`config.mk`:
```
export PLATFORM = sky130hd
export DESIGN_NAME = crb_regif
export DESIGN_NICKNAME = d
export VERILOG_FILES = /design/src/rtl/crb_regif_pkg.sv /design/src/rtl/crb_wr_decode.sv /design/src/rtl/crb_ctrl.sv /design/src/rtl/crb_loc.sv /design/src/rtl/crb_rd_mux.sv /design/src/rtl/crb_regif.sv
export SDC_FILE = /design/constraint.sdc
export NUM_CORES = 1
export LEC_CHECK = 0
export ABC_CLOCK_PERIOD_IN_PS = 1600
export BUFFER_PORTS_ARGS = -buffer_cell sky130_fd_sc_hd__buf_2
export CAP_MARGIN = 20
export CORE_ASPECT_RATIO = 0.5
export CORE_MARGIN = 1.5
export CORE_UTILIZATION = 30
export CTS_BUF_LIST = sky130_fd_sc_hd__clkbuf_2 sky130_fd_sc_hd__clkbuf_4 sky130_fd_sc_hd__clkbuf_8
export DETAILED_ROUTE_END_ITERATION = 10
export PLACE_DENSITY_LB_ADDON = 0.25
export RECOVER_POWER = 50
export REMOVE_ABC_BUFFERS = 1
export SLEW_MARGIN = 20
export SYNTH_ARGS = -nofsm -noshare
export SYNTH_HDL_FRONTEND = slang
export SYNTH_HIERARCHICAL = 1
export SYNTH_SLANG_ARGS = --single-unit
```
`constraint.sdc`:
```
create_clock -name clk -period 1.6 [get_ports clk]
set_input_delay 0.24 -clock clk [delete_from_list [all_inputs] [get_ports clk]]
set_output_delay 0.24 -clock clk [all_outputs]
set_load 0.02 [all_outputs]
```
`src/rtl/crb_regif_pkg.sv`:
```
// Package: shared offsets, field positions and types for the command-response
// buffer control block. Assumes the register window is at least 64 bytes.
package crb_regif_pkg;

    // Word offsets of the register map (byte addresses, word aligned)
    localparam logic [7:0] OFS_LOC_STATE = 8'h00;
    localparam logic [7:0] OFS_LOC_CTRL  = 8'h04;
    localparam logic [7:0] OFS_LOC_STS   = 8'h08;
    localparam logic [7:0] OFS_ID_LO     = 8'h10;
    localparam logic [7:0] OFS_ID_HI     = 8'h14;
    localparam logic [7:0] OFS_REQ       = 8'h20;
    localparam logic [7:0] OFS_STS       = 8'h24;
    localparam logic [7:0] OFS_CANCEL    = 8'h28;
    localparam logic [7:0] OFS_START     = 8'h2C;
    localparam logic [7:0] OFS_CMD_SIZE  = 8'h30;
    localparam logic [7:0] OFS_CMD_ADDR  = 8'h34;
    localparam logic [7:0] OFS_RSP_SIZE  = 8'h38;
    localparam logic [7:0] OFS_RSP_ADDR  = 8'h3C;

    // Exact strobe codes
    localparam logic [31:0] CODE_READY   = 32'd1;
    localparam logic [31:0] CODE_IDLE    = 32'd2;
    localparam logic [31:0] CODE_INVOKE  = 32'd1;
    localparam logic [31:0] CODE_CLAIM   = 32'd1;

    // Decoded write strobes, one per command register
    typedef struct packed {
        logic req;
        logic start;
        logic cancel;
        logic locctl;
    } wr_hit_t;

    // Locality flags as seen by the read path
    typedef struct packed {
        logic granted;
        logic seized;
        logic assigned;
        logic reg_valid;
    } loc_flags_t;

    // Build the fixed identification word from its fields
    function automatic logic [31:0] build_id_lo();
        logic [31:0] w;
        w        = 32'h0;
        w[3:0]   = 4'd1;   // interface type: buffer interface active
        w[7:4]   = 4'd1;   // interface version
        w[8]     = 1'b0;   // locality 0 only
        w[9]     = 1'b0;   // no idle bypass
        w[12:11] = 2'b11;  // 64-byte transfers
        w[13]    = 1'b0;   // FIFO not supported
        w[14]    = 1'b1;   // buffer interface supported
        w[18:17] = 2'd1;   // selector: buffer interface
        w[31:24] = 8'd0;   // revision
        return w;
    endfunction

endpackage

```
`src/rtl/crb_wr_decode.sv`:
```
// Write decoder: masks write data by byte enables and raises one strobe per
// command register. Assumes writes are only honoured at word-aligned offsets.
module crb_wr_decode
    import crb_regif_pkg::*;
#(
    parameter int ADDR_W = 8
) (
    input  logic              bus_sel,
    input  logic              bus_wr,
    input  logic [ADDR_W-1:0] bus_addr,
    input  logic [3:0]        bus_be,
    input  logic [31:0]       bus_wdata,
    output wr_hit_t           hits,
    output logic [31:0]       wval
);

    logic wen;

    // Zero every byte whose enable is low
    for (genvar i = 0; i < 4; i++) begin : g_bytemask
        assign wval[8*i +: 8] = bus_be[i] ? bus_wdata[8*i +: 8] : 8'h00;
    end

    // Aligned write qualifier
    assign wen = bus_sel && bus_wr && (bus_addr[1:0] == 2'b00);

    // Per-register strobe decode
    always_comb begin
        hits.req    = wen && (bus_addr == ADDR_W'(OFS_REQ));
        hits.start  = wen && (bus_addr == ADDR_W'(OFS_START));
        hits.cancel = wen && (bus_addr == ADDR_W'(OFS_CANCEL));
        hits.locctl = wen && (bus_addr == ADDR_W'(OFS_LOC_CTRL));
    end

endmodule

```
`src/rtl/crb_ctrl.sv`:
```
// Control core: idle flag, sticky fatal flag, self-clearing start bit and the
// two engine pulses. Assumes the engine returns one completion per launch.
module crb_ctrl
    import crb_regif_pkg::*;
#(
    parameter int ERR_W = 8
) (
    input  logic             clk,
    input  logic             rst_n,
    input  wr_hit_t          hits,
    input  logic [31:0]      wval,
    input  logic             eng_done,
    input  logic [ERR_W-1:0] eng_status,
    output logic             idle_q,
    output logic             fatal_q,
    output logic             start_q,
    output logic             cmd_req_q,
    output logic             cancel_q
);

    logic launch;
    logic abort;
    logic finish;

    assign launch = hits.start && (wval == CODE_INVOKE) && !start_q;
    assign abort  = hits.cancel && (wval == CODE_INVOKE) && start_q;
    assign finish = eng_done && start_q;

    // Idle flag follows exact ready / go-idle codes
    always_ff @(posedge clk) begin
        if (!rst_n)                                  idle_q <= 1'b1;
        else if (hits.req && (wval == CODE_READY))   idle_q <= 1'b0;
        else if (hits.req && (wval == CODE_IDLE))    idle_q <= 1'b1;
    end

    // Start bit: set by launch, cleared by completion
    always_ff @(posedge clk) begin
        if (!rst_n)      start_q <= 1'b0;
        else if (launch) start_q <= 1'b1;
        else if (finish) start_q <= 1'b0;
    end

    // Sticky fatal flag on failed completion
    always_ff @(posedge clk) begin
        if (!rst_n)                                fatal_q <= 1'b0;
        else if (finish && (eng_status != '0))     fatal_q <= 1'b1;
    end

    // One-cycle engine pulses
    always_ff @(posedge clk) begin
        if (!rst_n) begin
            cmd_req_q <= 1'b0;
            cancel_q  <= 1'b0;
        end else begin
            cmd_req_q <= launch;
            cancel_q  <= abort;
        end
    end

endmodule

```
`src/rtl/crb_loc.sv`:
```
// Locality tracker for the single supported locality. Assumes only the claim
// code has an effect; release and establishment-reset codes are accepted idly.
module crb_loc
    import crb_regif_pkg::*;
(
    input  logic        clk,
    input  logic        rst_n,
    input  wr_hit_t     hits,
    input  logic [31:0] wval,
    output loc_flags_t  flags
);

    logic claim;
    assign claim = hits.locctl && (wval == CODE_CLAIM);

    // Grant and mark valid on a claim
    always_ff @(posedge clk) begin
        if (!rst_n) begin
            flags <= '0;
        end else if (claim) begin
            flags.granted   <= 1'b1;
            flags.seized    <= 1'b0;
            flags.assigned  <= 1'b1;
            flags.reg_valid <= 1'b1;
        end
    end

endmodule

```
`src/rtl/crb_rd_mux.sv`:
```
// Read path: selects the aligned word and shifts it by the byte offset.
// Assumes a combinational read answered in the cycle of the request.
module crb_rd_mux
    import crb_regif_pkg::*;
#(
    parameter int          ADDR_W    = 8,
    parameter logic [15:0] VENDOR_ID = 16'h1AB5,
    parameter logic [31:0] BUF_SIZE  = 32'hF80,
    parameter logic [31:0] BUF_ADDR  = 32'hFED40080
) (
    input  logic              bus_sel,
    input  logic              bus_wr,
    input  logic [ADDR_W-1:0] bus_addr,
    input  logic              idle_q,
    input  logic              fatal_q,
    input  logic              start_q,
    input  loc_flags_t        flags,
    output logic [31:0]       bus_rdata
);

    localparam logic [31:0] ID_LO = build_id_lo();

    logic [ADDR_W-1:0] word_addr;
    logic [31:0]       word;

    assign word_addr = {bus_addr[ADDR_W-1:2], 2'b00};

    // Aligned register select
    always_comb begin
        word = 32'h0;
        if (word_addr == ADDR_W'(OFS_LOC_STATE)) word = {30'h0, flags.assigned, flags.reg_valid};
        if (word_addr == ADDR_W'(OFS_LOC_STS))   word = {30'h0, flags.seized, flags.granted};
        if (word_addr == ADDR_W'(OFS_ID_LO))     word = ID_LO;
        if (word_addr == ADDR_W'(OFS_ID_HI))     word = {16'h0, VENDOR_ID};
        if (word_addr == ADDR_W'(OFS_STS))       word = {30'h0, idle_q, fatal_q};
        if (word_addr == ADDR_W'(OFS_START))     word = {31'h0, start_q};
        if (word_addr == ADDR_W'(OFS_CMD_SIZE))  word = BUF_SIZE;
        if (word_addr == ADDR_W'(OFS_CMD_ADDR))  word = BUF_ADDR;
        if (word_addr == ADDR_W'(OFS_RSP_SIZE))  word = BUF_SIZE;
        if (word_addr == ADDR_W'(OFS_RSP_ADDR))  word = BUF_ADDR;
    end

    // Byte-offset shift, gated by a read
    assign bus_rdata = (bus_sel && !bus_wr) ? (word >> {bus_addr[1:0], 3'b000}) : 32'h0;

endmodule

```
`src/rtl/crb_regif.sv`:
```
// Top: command-response buffer control register block. Ties the write
// decoder, control core, locality tracker and read path together.
// Assumes ADDR_W >= 8 and BUF_OFFSET < WINDOW_SIZE.
module crb_regif
    import crb_regif_pkg::*;
#(
    parameter int          ADDR_W      = 8,
    parameter int          ERR_W       = 8,
    parameter logic [31:0] BASE_ADDR   = 32'hFED40000,
    parameter logic [31:0] BUF_OFFSET  = 32'h80,
    parameter logic [31:0] WINDOW_SIZE = 32'h1000,
    parameter logic [15:0] VENDOR_ID   = 16'h1AB5
) (
    input  logic              clk,
    input  logic              rst_n,
    input  logic              bus_sel,
    input  logic              bus_wr,
    input  logic [ADDR_W-1:0] bus_addr,
    input  logic [3:0]        bus_be,
    input  logic [31:0]       bus_wdata,
    output logic [31:0]       bus_rdata,
    output logic              eng_cmd_req,
    output logic              eng_cancel,
    input  logic              eng_done,
    input  logic [ERR_W-1:0]  eng_status
);

    localparam logic [31:0] BUF_SIZE = WINDOW_SIZE - BUF_OFFSET;
    localparam logic [31:0] BUF_ADDR = BASE_ADDR + BUF_OFFSET;

    wr_hit_t    hits;
    logic [31:0] wval;
    logic       idle_q;
    logic       fatal_q;
    logic       start_q;
    loc_flags_t flags;

    crb_wr_decode #(.ADDR_W(ADDR_W)) u_dec (
        .bus_sel   (bus_sel),
        .bus_wr    (bus_wr),
        .bus_addr  (bus_addr),
        .bus_be    (bus_be),
        .bus_wdata (bus_wdata),
        .hits      (hits),
        .wval      (wval)
    );

    crb_ctrl #(.ERR_W(ERR_W)) u_ctrl (
        .clk        (clk),
        .rst_n      (rst_n),
        .hits       (hits),
        .wval       (wval),
        .eng_done   (eng_done),
        .eng_status (eng_status),
        .idle_q     (idle_q),
        .fatal_q    (fatal_q),
        .start_q    (start_q),
        .cmd_req_q  (eng_cmd_req),
        .cancel_q   (eng_cancel)
    );

    crb_loc u_loc (
        .clk   (clk),
        .rst_n (rst_n),
        .hits  (hits),
        .wval  (wval),
        .flags (flags)
    );

    crb_rd_mux #(
        .ADDR_W    (ADDR_W),
        .VENDOR_ID (VENDOR_ID),
        .BUF_SIZE  (BUF_SIZE),
        .BUF_ADDR  (BUF_ADDR)
    ) u_rd (
        .bus_sel   (bus_sel),
        .bus_wr    (bus_wr),
        .bus_addr  (bus_addr),
        .idle_q    (idle_q),
        .fatal_q   (fatal_q),
        .start_q   (start_q),
        .flags     (flags),
        .bus_rdata (bus_rdata)
    );

endmodule

```
After elaboration in Yosys (flattened, before gate mapping)
Index checks and enable logic that the tools add are counted.
{"block": "totals", "reg_bits": 6, "output_inout_bits": 34, "elab_cells": 64}
{"block": "classes", "eq_ne": 15, "n_shift": 1, "n_mux": 19, "n_reduce_logical": 23}
{"cell": "32-bit 2-to-1 mux", "count": 4}
{"cell": "18-bit 2-to-1 mux", "count": 5}
{"cell": "6-bit by 4-bit equality test with 1-bit output, second input constant", "count": 6}
{"cell": "32-bit by 1-bit equality test with 1-bit output, second input constant", "count": 1}
{"cell": "32-bit by 2-bit equality test with 1-bit output, second input constant", "count": 1}
{"cell": "8-bit 2-to-1 mux", "count": 4}
{"cell": "32-bit by 5-bit right shift with 32-bit output", "count": 1}
{"cell": "8-bit by 6-bit equality test with 1-bit output, second input constant", "count": 3}
{"cell": "1-bit logical AND", "count": 16}
{"cell": "6-bit by 3-bit equality test with 1-bit output, second input constant", "count": 2}
{"cell": "8-bit by 3-bit equality test with 1-bit output, second input constant", "count": 1}
{"cell": "8-bit logical NOT", "count": 1}
{"cell": "8-bit nonzero test", "count": 1}
{"cell": "6-bit by 2-bit equality test with 1-bit output, second input constant", "count": 1}
{"cell": "1-bit 2-to-1 mux", "count": 4}
{"cell": "2-bit 2-to-1 mux", "count": 2}
{"cell": "2-bit nonzero test", "count": 2}
{"cell": "1-bit logical NOT", "count": 2}
{"cell": "2-bit logical NOT", "count": 1}

Longest topological paths before layout
{"block": "logic_depth", "depth_word": 13, "depth_mapped": 6, "ltp_nobuf": 5}

Cells and area by module
Netlist, hierarchy kept.
{"mod": "crb_rd_mux", "n_inst": 1, "cells_per_inst": 98, "area_per_inst_um2": 586.8}
{"mod": "crb_wr_decode", "n_inst": 1, "cells_per_inst": 42, "area_per_inst_um2": 270.3}
{"mod": "crb_ctrl", "n_inst": 1, "cells_per_inst": 31, "area_per_inst_um2": 261.5}
{"mod": "crb_loc", "n_inst": 1, "cells_per_inst": 19, "area_per_inst_um2": 165.2}

Worst setup path after synthesis
OpenSTA, ideal clock, no wires.
{"block": "synth_timing", "kind": "input port to output port", "from": "in bus_addr[5]", "to": "out bus_rdata[26]", "arrival_ns": 1.934, "slack_ns": -0.574, "cell_stages": 5, "path_cell_list": "buf_2 clkbuf_1 nand4_1 nor3b_1 buf_4"}
{"block": "synth_via", "elab_chain_cells": 10}
{"item": "from (decl)", "line_no": "crb_regif.sv:18", "rtl": "input logic [ADDR_W-1:0] bus_addr,"}
{"item": "6-bit by 3-bit equality test with 1-bit output", "line_no": "crb_rd_mux.sv:34", "rtl": "if (word_addr == ADDR_W'(OFS_ID_HI)) word = {16'h0, VENDOR_ID};"}
{"item": "18-bit 2-to-1 mux", "line_no": "crb_rd_mux.sv:34"}
{"item": "18-bit 2-to-1 mux", "line_no": "crb_rd_mux.sv:35", "rtl": "if (word_addr == ADDR_W'(OFS_STS)) word = {30'h0, idle_q, fatal_q};"}
{"item": "18-bit 2-to-1 mux", "line_no": "crb_rd_mux.sv:36", "rtl": "if (word_addr == ADDR_W'(OFS_START)) word = {31'h0, start_q};"}
{"item": "18-bit 2-to-1 mux", "line_no": "crb_rd_mux.sv:37", "rtl": "if (word_addr == ADDR_W'(OFS_CMD_SIZE)) word = BUF_SIZE;"}
{"item": "32-bit 2-to-1 mux", "line_no": "crb_rd_mux.sv:38", "rtl": "if (word_addr == ADDR_W'(OFS_CMD_ADDR)) word = BUF_ADDR;"}
{"item": "32-bit 2-to-1 mux", "line_no": "crb_rd_mux.sv:39", "rtl": "if (word_addr == ADDR_W'(OFS_RSP_SIZE)) word = BUF_SIZE;"}
{"item": "32-bit 2-to-1 mux *", "line_no": "crb_rd_mux.sv:40", "rtl": "if (word_addr == ADDR_W'(OFS_RSP_ADDR)) word = BUF_ADDR;"}
{"item": "32-bit by 5-bit right shift with 32-bit output *", "line_no": "crb_rd_mux.sv:44", "rtl": "assign bus_rdata = (bus_sel && !bus_wr) ? (word >> {bus_addr[1:0], 3'b000}) : 32'h0;"}
{"item": "32-bit 2-to-1 mux *", "line_no": "crb_rd_mux.sv:44"}
{"item": "to (decl)", "line_no": "crb_regif.sv:21", "rtl": "output logic [31:0] bus_rdata,"}
Mark *: on every way between the ends. The rest lies on a longest branch, timed or not.

Final worst setup path
{"block": "layout_timing", "from": "in bus_addr[6]", "to": "out bus_rdata[27]"}
{"block": "layout_via", "elab_chain_cells": 11}
{"item": "6-bit by 3-bit equality test with 1-bit output", "line_no": "crb_rd_mux.sv:33", "rtl": "if (word_addr == ADDR_W'(OFS_ID_LO)) word = ID_LO;"}
{"item": "18-bit 2-to-1 mux", "line_no": "crb_rd_mux.sv:33"}
{"item": "18-bit 2-to-1 mux", "line_no": "crb_rd_mux.sv:34"}
{"item": "18-bit 2-to-1 mux", "line_no": "crb_rd_mux.sv:35"}
{"item": "18-bit 2-to-1 mux", "line_no": "crb_rd_mux.sv:36"}
{"item": "18-bit 2-to-1 mux", "line_no": "crb_rd_mux.sv:37"}
{"item": "32-bit 2-to-1 mux", "line_no": "crb_rd_mux.sv:38"}
{"item": "32-bit 2-to-1 mux", "line_no": "crb_rd_mux.sv:39"}
{"item": "32-bit 2-to-1 mux *", "line_no": "crb_rd_mux.sv:40"}
{"item": "32-bit by 5-bit right shift with 32-bit output *", "line_no": "crb_rd_mux.sv:44"}
{"item": "32-bit 2-to-1 mux *", "line_no": "crb_rd_mux.sv:44"}
Marked as above.

==> run metrics <==
status finished, violations left; failing checks negative setup slack; core area between 4000 and 5000 um^2; CTS tree done; final hold vios 0; gpl congestion approximately 0.85; initial antenna violation count 0; Clk Latency, worst-skew pair between 0.2 and 0.25 ns; Synth async-reset ratio 0%; Layout Skew 0.000454 ns; Worst Path Required 1.36 ns; vias in the first global route between 1,500 and 2,000; max-capacitance violation count 0; CP arrival around 1.6 ns; clock buffer count from CTS 3; largest net degree at the start of global routing 16; final setup vio count 30; Finished Layout Cells 368; register area share after synthesis 9.36%; die area ~4700 um^2; Clock Path Buffers 2; worst reg2reg path startpoint u_ctrl/start_q; Tot GR Track Use 20.1%; reg-to-reg setup timing slack 0.80 ns; fmax 554 MHz; ys flop type dfxtp_1; cell total after placement 358; DRT iter0 DRCs 49; Area growth syn-to-layout 95.2%; Diodes inserted 0; Synth Register Bits 6; I/O Buffers 88; layout cell share with drive strength beyond 1 60.8%; hold_ws 0.298 ns; Lkg Pwr between 1 and 1.5 nW; fin crit period approximately 1.8 ns; drt pass-1 iters 4; crit path capture type primary output; crit start category input port; Via Count 1,835; Pwr Density 318 nW/um^2; CP Capture Point bus_rdata[27]; antenna viol nets, final 0; Post-synth EDFFs 0; FP Rows 16; clk slew on worst S/H paths 0.04 ns; hold path startpoint rst_n; sequential cell area between 100 and 150 um^2; unrepaired setup endpoints after global routing true; first-pass GRT wire length 7.63 mm; Synth cell types 47; Power, Total 0.797 mW; largest cells by area after synthesis and2_1, dfxtp_1, buf_4, nor4_1, a21oi_1; Yosys top cell by area and2_1; Mean Syn Cell Area 6.76 um^2; setup TNS -2.78 ns; clk sink count 6; io pins between 90 and 100; initial core utilization 32.1%; R2R cell count 3; post-route DRC violation count 0; Final Instance Area 2510 um^2; fin util about 63%; Synthesis Warnings 6; Final Max Tran Viols 0; post-route worst setup slack -0.205 ns; launch point of the worst path bus_addr[6]; fin nets approximately 370; VDD IR max between 0.15 and 0.2 mV; critical path class in2out; HP Class in2reg; Post-DP HPWL approximately 3.5 mm; drt wl/cell 13.4 um; FILL cells 368; area of the multi-input gates between 1000 and 1500 um^2; top cell type's share of synthesized area 15.6%; H-tree levels 1; total gr overflow 0; placed cell areas 2010 um^2; CTS Root Buffer Type clkbuf_8; reg-to-reg endpoint u_ctrl/start_q; post-synthesis instance area 1280 um^2; DIE HEIGHT 49.3 um; vias per cell approximately 5.0; Post-Place Worst Slack -0.362 ns; Tcrit/Tclk final 113%; crit path max fanout 7; WL final 4.93 mm; gate count after technology mapping 190; die width 95.5 um
==> routing by layer <==
metal | GRT usage [%] | wire length [um] | part of all wire, %
met1 | 24.2 | 2080 | 42
met2 | 37.6 | 2620 | 53
met3 | 2.02 | 175 | 3.6
met4 | 5.39 | 43 | 0.87
met5 | 0 | 0 | 0
==> critical path: stages <==
cell     delay [ns]
buf_6          0.10
buf_6          0.11
nor4b_4        0.28
buf_4          0.17
nand4_1        0.15
nor3b_2        0.22
buf_6          0.17
buf_6          0.13
==> layout by cell type (no fill, tap or decap), types with 5 or more instances in the layout <==
cell and count:
dfxtp_1 5, buf_2 56, nor4_2 6, buf_4 58, buf_6 27, inv_1 5
and2_1 32, nor4_1 12, a21oi_1 8, nor2_1 7, nand4_1 5, nand2_1 8
==> cells in the mapped netlist, drive strengths merged, types with 3 or more instances <==
master	count
clkbuf	3
nand3	5
nand2b	3
and3	3
a21oi	13
nand4	5
dfxtp	6
and2	32
nor3b	5
nor2	12
inv	5
nor4	20
nand2	11
nor2b	4
o21ai	3
nor3	9
buf	22
==> cells by family after synthesis <==
kind of cell	synth area share (%)
buffers and inverters	14.2
and+or+nand+nor	58.3
xor gates and xnor gates	0.682
muxes	0.780
AOI/OAI and AO/OA	16.1
other	0.585
DFF	9.36
==> worst min-delay path by stage <==
stage,end,depth (start not counted),slack [ns]
2_1_floorplan,u_ctrl/fatal_q,1,0.36
3_3_place_gp,u_ctrl/fatal_q,1,0.45
3_5_place_dp,u_ctrl/fatal_q,1,0.46
4_1_cts,u_ctrl/fatal_q,2,0.30
5_1_grt,u_ctrl/fatal_q,2,0.31
6_report,u_ctrl/fatal_q,2,0.30
==> cell type report <==
class	instances	share of cell area (%)
clock buffer	3	1.65
inverter	5	0.749
multi-input combinational	155	47.9
sequential	6	4.84
tap	54	2.70
timing repair buffer	145	42.2
==> registers in the layout, summed over array words and instances (netlist names) <==
name and flops:
u_ctrl/cancel_q 1, u_ctrl/cmd_req_q 1, u_ctrl/fatal_q 1, u_ctrl/idle_q 1, u_ctrl/start_q 1, u_loc/flags 1
==> power breakdown <==
part | internal, mW | leakage (nW) | switching (mW)
clock | 0.162 | 0.0216 | 0.0735
combinational | 0.214 | 1.05 | 0.197
sequential | 0.150 | 0.0489 | 0.00000000666
==> what timing repair did <==
action	CTS	global route
buffers inserted	5	2
cloned	1	0
hold buffers	0	0
setup endpoints to repair	30	33
pin swaps	11	8
gates resized for setup	61	47
Note: power is estimated with default switching activity, not from simulation.
